$ cat src/rtl/pll_div_search.sv
module pll_div_search #(
  parameter int FW   = 24,
  parameter int MAXM = 64,
  parameter int NLEG = 128,
  parameter int NEXT = 2048
) (
  input  logic          clk,
  input  logic          rst_n,
  input  logic          start,
  input  logic [FW-1:0] req_khz,
  input  logic [FW-1:0] ref_khz,
  input  logic [FW-1:0] fmin_khz,
  input  logic [FW-1:0] fmax_khz,
  input  logic [1:0]    variant,
  output logic          busy,
  output logic          done,
  output logic          no_solution,
  output logic [7:0]    m_byte,
  output logic [7:0]    n_byte,
  output logic [7:0]    p_byte,
  output logic [FW:0]   achieved_khz
);
  localparam int MW = $clog2(MAXM + 2);
  localparam int NB = $clog2(NEXT);
  localparam int DW = FW + NB + 1;
  localparam int EW = DW;
  localparam int XW = EW + MW;
  localparam int CW = $clog2(DW + 1);

  typedef enum logic [2:0] {S_IDLE, S_STEP, S_DIV, S_EVAL, S_FIN} st_t;
  st_t st;

  logic [FW-1:0] rq, rf, den, rem;
  logic [1:0]    var_q;
  logic [MW-1:0] m, bm;
  logic [NB:0]   bn;
  logic [EW-1:0] berr;
  logic          found, ach;
  logic [DW-1:0] num, quo;
  logic [CW-1:0] cnt;

  logic [FW-1:0] rq_lo, rq_c;
  assign rq_lo = (req_khz < fmin_khz) ? fmin_khz : req_khz;
  assign rq_c  = (rq_lo > fmax_khz) ? fmax_khz : rq_lo;

  logic [MW-1:0] mmax;
  logic [DW-1:0] nmax;
  assign mmax = (var_q == 2'd0) ? MW'(MAXM / 2) : MW'(MAXM);
  assign nmax = var_q[1] ? DW'(NEXT) : DW'(NLEG);

  logic [FW:0] sh, diff;
  logic        ge;
  assign sh   = {rem, num[DW-1]};
  assign diff = sh - {1'b0, den};
  assign ge   = sh >= {1'b0, den};

  logic [DW-1:0] n_num, a_num;
  assign n_num = DW'(rq) * DW'(m) + DW'(rf >> 1);
  assign a_num = DW'(rf) * DW'(bn);

  logic          nvalid, better;
  logic [EW-1:0] lhs, rhs, err;
  assign nvalid = (quo >= DW'(1)) && (quo <= nmax);
  assign lhs    = EW'(rq) * EW'(m);
  assign rhs    = EW'(rf) * EW'(quo[NB:0]);
  assign err    = (lhs >= rhs) ? lhs - rhs : rhs - lhs;
  assign better = !found || (XW'(err) * XW'(bm) < XW'(berr) * XW'(m));

  logic          pre;
  logic [MW-1:0] menc;
  logic [NB-1:0] nm1;
  assign pre  = bm > (mmax >> 1);
  assign menc = pre ? (bm >> 1) - MW'(1) : bm - MW'(1);
  assign nm1  = NB'(bn - (NB+1)'(1));

  assign busy = (st != S_IDLE);

  always_ff @(posedge clk) begin
    if (!rst_n) begin
      st <= S_IDLE;
      rq <= '0; rf <= '0; var_q <= '0;
      m <= '0; bm <= '0; bn <= '0; berr <= '0;
      found <= 1'b0; ach <= 1'b0;
      num <= '0; quo <= '0; rem <= '0; den <= '0; cnt <= '0;
      done <= 1'b0; no_solution <= 1'b0;
      m_byte <= '0; n_byte <= '0; p_byte <= '0; achieved_khz <= '0;
    end else begin
      done <= 1'b0;
      case (st)
        S_IDLE: if (start) begin
          rq <= rq_c; rf <= ref_khz; var_q <= variant;
          m <= MW'(1); found <= 1'b0; ach <= 1'b0;
          st <= S_STEP;
        end
        S_STEP: begin
          if (m > mmax) begin
            if (found) begin
              num <= a_num; den <= FW'(bm); rem <= '0;
              cnt <= CW'(DW); ach <= 1'b1; st <= S_DIV;
            end else begin
              st <= S_FIN;
            end
          end else if ((m > (mmax >> 1)) && m[0]) begin
            m <= m + MW'(1);
          end else begin
            num <= n_num; den <= rf; rem <= '0;
            cnt <= CW'(DW); st <= S_DIV;
          end
        end
        S_DIV: begin
          num <= num << 1;
          rem <= ge ? diff[FW-1:0] : sh[FW-1:0];
          quo <= {quo[DW-2:0], ge};
          cnt <= cnt - CW'(1);
          if (cnt == CW'(1)) st <= ach ? S_FIN : S_EVAL;
        end
        S_EVAL: begin
          if (nvalid && better) begin
            found <= 1'b1; bm <= m; bn <= quo[NB:0]; berr <= err;
          end
          m <= m + MW'(1);
          st <= S_STEP;
        end
        S_FIN: begin
          done <= 1'b1;
          no_solution <= !found;
          if (found) begin
            m_byte <= 8'(menc);
            n_byte <= var_q[1] ? nm1[7:0] : {pre, nm1[6:0]};
            p_byte <= var_q[1] ? {pre, nm1[10:8], 4'b0000} : 8'h00;
            achieved_khz <= quo[FW:0];
          end else begin
            m_byte <= '0; n_byte <= '0; p_byte <= '0; achieved_khz <= '0;
          end
          st <= S_IDLE;
        end
        default: st <= S_IDLE;
      endcase
    end
  end
endmodule

$ cat config.mk
export PLATFORM = sky130hd
export DESIGN_NAME = pll_div_search
export DESIGN_NICKNAME = d
export VERILOG_FILES = /design/src/rtl/pll_div_search.sv
export SDC_FILE = /design/constraint.sdc
export NUM_CORES = 2
export LEC_CHECK = 0
export ABC_AREA = 0
export CORE_MARGIN = 3
export CORE_UTILIZATION = 30
export CTS_BUF_LIST = sky130_fd_sc_hd__clkbuf_16
export CTS_CLUSTER_DIAMETER = 50
export DETAILED_ROUTE_END_ITERATION = 8
export DONT_BUFFER_PORTS = 1
export PLACE_DENSITY = 0.52
export SYNTH_ARGS = -nofsm -noshare
export SYNTH_HDL_FRONTEND = slang
export SYNTH_SLANG_ARGS = --single-unit
export TNS_END_PERCENT = 30
$ cat constraint.sdc
create_clock -name clk -period 21.3 [get_ports clk]
set_input_delay 3.195 -clock clk [delete_from_list [all_inputs] [get_ports clk]]
set_output_delay 3.195 -clock clk [all_outputs]
set_load 0.05 [all_outputs]
==> results.py <==
metrics = {
    "status": {
        "status": "finished, final reports clean",
    },
    "grt": {
        "grt_overflow": 0,
        "grt_first_pass_wirelength_mm": 288,
        "antenna_found_initial": 1,
        "grt_usage_pct": 18.0,
        "grt_max_degree": 83,
        "grt_pass1_vias": 50200,
    },
    "cts": {
        "htreeDepth": 2,
        "clockRootBuffer": "clkbuf_16",
        "clock-sinks": 289,
        "post_cts_buffers": 0,
        "cts_tree": "built",
        "numCtsBuffers": 43,
        "insertion_delay_ps": 620,
        "cts_resized": 0,
        "clockBufferDepth": 3,
        "cts_hold_buf": 0,
        "clk_pin_slew_ps": 60,
    },
    "sta": {
        "drv_slew": 0,
        "finalHoldViolations": 0,
        "grt_setup_unrepaired": "false",
        "worst_pin_slew_ps": 1240,
        "hold-worst-slack_ps": 442,
        "skew_ps": 20.9,
        "period_share_pct": 85.1,
        "finalSetupTns_ps": 0,
        "setup_violations": 0,
        "max_slew_margin_pct": 17.3,
        "post-route-min-period_ps": 18130,
        "fmax_mhz": 55.2,
    },
    "pwr": {
        "sw_frac_of_total_pct": 54.6,
        "switching_power_mw": 2.34,
        "p_leak_nw": 30.0,
        "power_density_nw_per_um2": 68.6,
        "combPwrFrac_pct": 66.7,
        "internal-power_mw": 1.95,
        "ir_worst_vdd_mv": 0.152,
        "clkPwrFrac_pct": 16.7,
        "pwr-share-seq_pct": 16.5,
    },
    "synth": {
        "seq_area_frac_synth_pct": 9.85,
        "ys_async_sr_fraction_pct": 0,
        "synth_top_flop_cell": "dfxtp_1",
        "syn_area_sq_um": 58700,
        "syn_area_per_cell_sq_um": 8.08,
        "ys_ff_latch": 289,
        "synth_cell_type_count": 97,
        "ys.warnings.count": 0,
        "synthCells": 7266,
        "synth_edf_count": 0,
    },
    "detailed_routing": {
        "num_vias": 48600,
        "drt-initial-drc-count": 3225,
        "via_per_inst": 5.04,
        "avgRoutedWirePerCell_um": 18.7,
        "drt_pass1_iterations": 6,
        "drc_errors": 0,
        "ant_nets": 0,
        "routed_wl_mm": 180,
    },
    "critical_path": {
        "cp.required_ps": 21850,
        "cp-end-kind": "flip-flop",
        "cpPeakStageDelay_ps": 1140,
        "critPathKind": "flip-flop to flip-flop",
        "crit_path_max_fanout": 41,
        "cp-start-kind": "flip-flop",
        "path_common_cell": "fa_1",
        "critPathSlowestCell": "dfxtp_1",
        "crit_arrival_ps": 18670,
    },
    "floorplan": {
        "ios": 153,
        "die_area_sq_um": 201000,
        "rows": 161,
        "start_util_pct": 30.3,
        "die_w_um": 448,
        "die_height_um": 448,
        "core_sq_um": 194000,
    },
    "finish": {
        "areaGrowthSynthToFinish_pct": 6.63,
        "fin_cells": 9651,
        "drive_gt1_share_pct": 3.83,
        "n_fill_cell": 20400,
        "final_core_util_pct": 32.3,
        "layout.nets": 8533,
        "n_antenna_cell": 0,
    },
    "placed_design": {
        "dpl.cell_count": 9572,
        "dp_hpwl_mm": 141,
        "place.port_buffers": 0,
        "globalplace.congestion": 0.874,
    },
    "flow_run": {
        "drv_cap": 0,
    },
    "worst_hold_path": {
        "min_path_type": "flip-flop to flip-flop",
    },
}
metal layers:
layer / share of wire [%] / global-route usage (%)
met3: 4.1 / 1.55
met2: 49 / 31.0
met5: 0 / 0
met4: 3.8 / 6.37
met1: 43 / 23.4
Yosys cell counts, drive strengths merged (91+ instances only):
master  number  area, sq um
a21o       148         1110
a21oi      414         2080
and2       435         2720
clkbuf     344         1290
dfxtp      289         5790
fa         891        17800
ha         532         6660
inv       1154         4330
nand2     1228         4610
nand3      124          621
nor2       243          912
nor3        91          455
o21ai      217         1090
xnor2      155         1360
final cells by class:
type,instances,area (sq um),share of cell area (%)
sequential,289,5800,9.26
timing repair buffer,89,668,1.07
clock inverter,36,317,0.506
multi-input combinational,5431,47100,75.3
tap,2608,3260,5.21
inverter,1155,4340,6.94
clock buffer,43,1080,1.72
stage by stage:
stage | setup WS [ps] | cell area, sq um | power, mW
CTS | 3210 | 62600 | 4.28
detailed placement | 3280 | 61200 | 3.54
global placement | 3380 | 61200 | 3.52
floorplan | 5710 | 58700 | 2.62
finish | 3170 | 62600 | 4.29
global route | 2070 | 62600 | 4.57
placed cells by master, fill, tap and decap left out, drive strengths merged, types with 23 or more instances in the layout:
cell and instances:
nor3 91, fa 891, and2 435, xor2 77, a221o 29, and3 50
o31ai 23, inv 1174, nand3 124, buf 89, dfxtp 289, o211ai 26
nand2 1228, clkbuf 43, nor2b 57, nand2b 66, a211oi 41, o21ba 23
o21ai 217, a31oi 36, mux2 25, nor2 243, mux2i 49, o21a 53
a21o 148, o21bai 40, xnor2 155, a21oi 414, ha 532, nand4 45
flip-flops by register name (all words and copies together) (netlist names), 24 cells and up:
register,cells
rq,24
berr,36
rf,24
quo,36
den,24
num,36
achieved_khz,25
rem,24
power by group through the flow:
stage	Clock [mW]	Combinational (mW)	Sequential (mW)
3_3_place_gp	0	2.80	0.718
4_1_cts	0.733	2.84	0.708
2_1_floorplan	0	1.96	0.662
5_1_grt	0.750	3.10	0.719
3_5_place_dp	0	2.82	0.719
6_report	0.719	2.86	0.709
worst max-delay path: cells and delay by family (launching register included):
family	cells	cell delay (ps)
buffers and inverters	10	1440
AND/OR/NAND/NOR	14	2850
XOR/XNOR	3	850
AO/OA/AOI/OAI	23	5610
flip-flops	1	1140
multiplexers	1	190
adder cells (fa/ha/maj)	13	5900
final timing paths:
kind,start,end,slack [ps],cells after the start
max,quo[3],berr[9],3170,64
min,num[12],num[13],440,2
max reg2reg,quo[3],berr[9],3170,64
min reg2reg,num[12],num[13],440,2
kinds of logic (layout without fill, tap and decap cells):
kind of cell               count (synthesis)  count (layout)  synth area share [%]
other                                      1               5               0.00639
adders and majority gates               1423            1423                  41.7
AOI/OAI and AO/OA                       1252            1252                  14.0
and+or+nand+nor                         2445            2445                  19.5
DFF                                      289             289                  9.85
xor gates and xnor gates                 232             232                  3.56
buffers and inverters                   1550            1323                  9.98
muxes                                     74              74                  1.40
No activity file was read; power rests on OpenSTA's default activity.
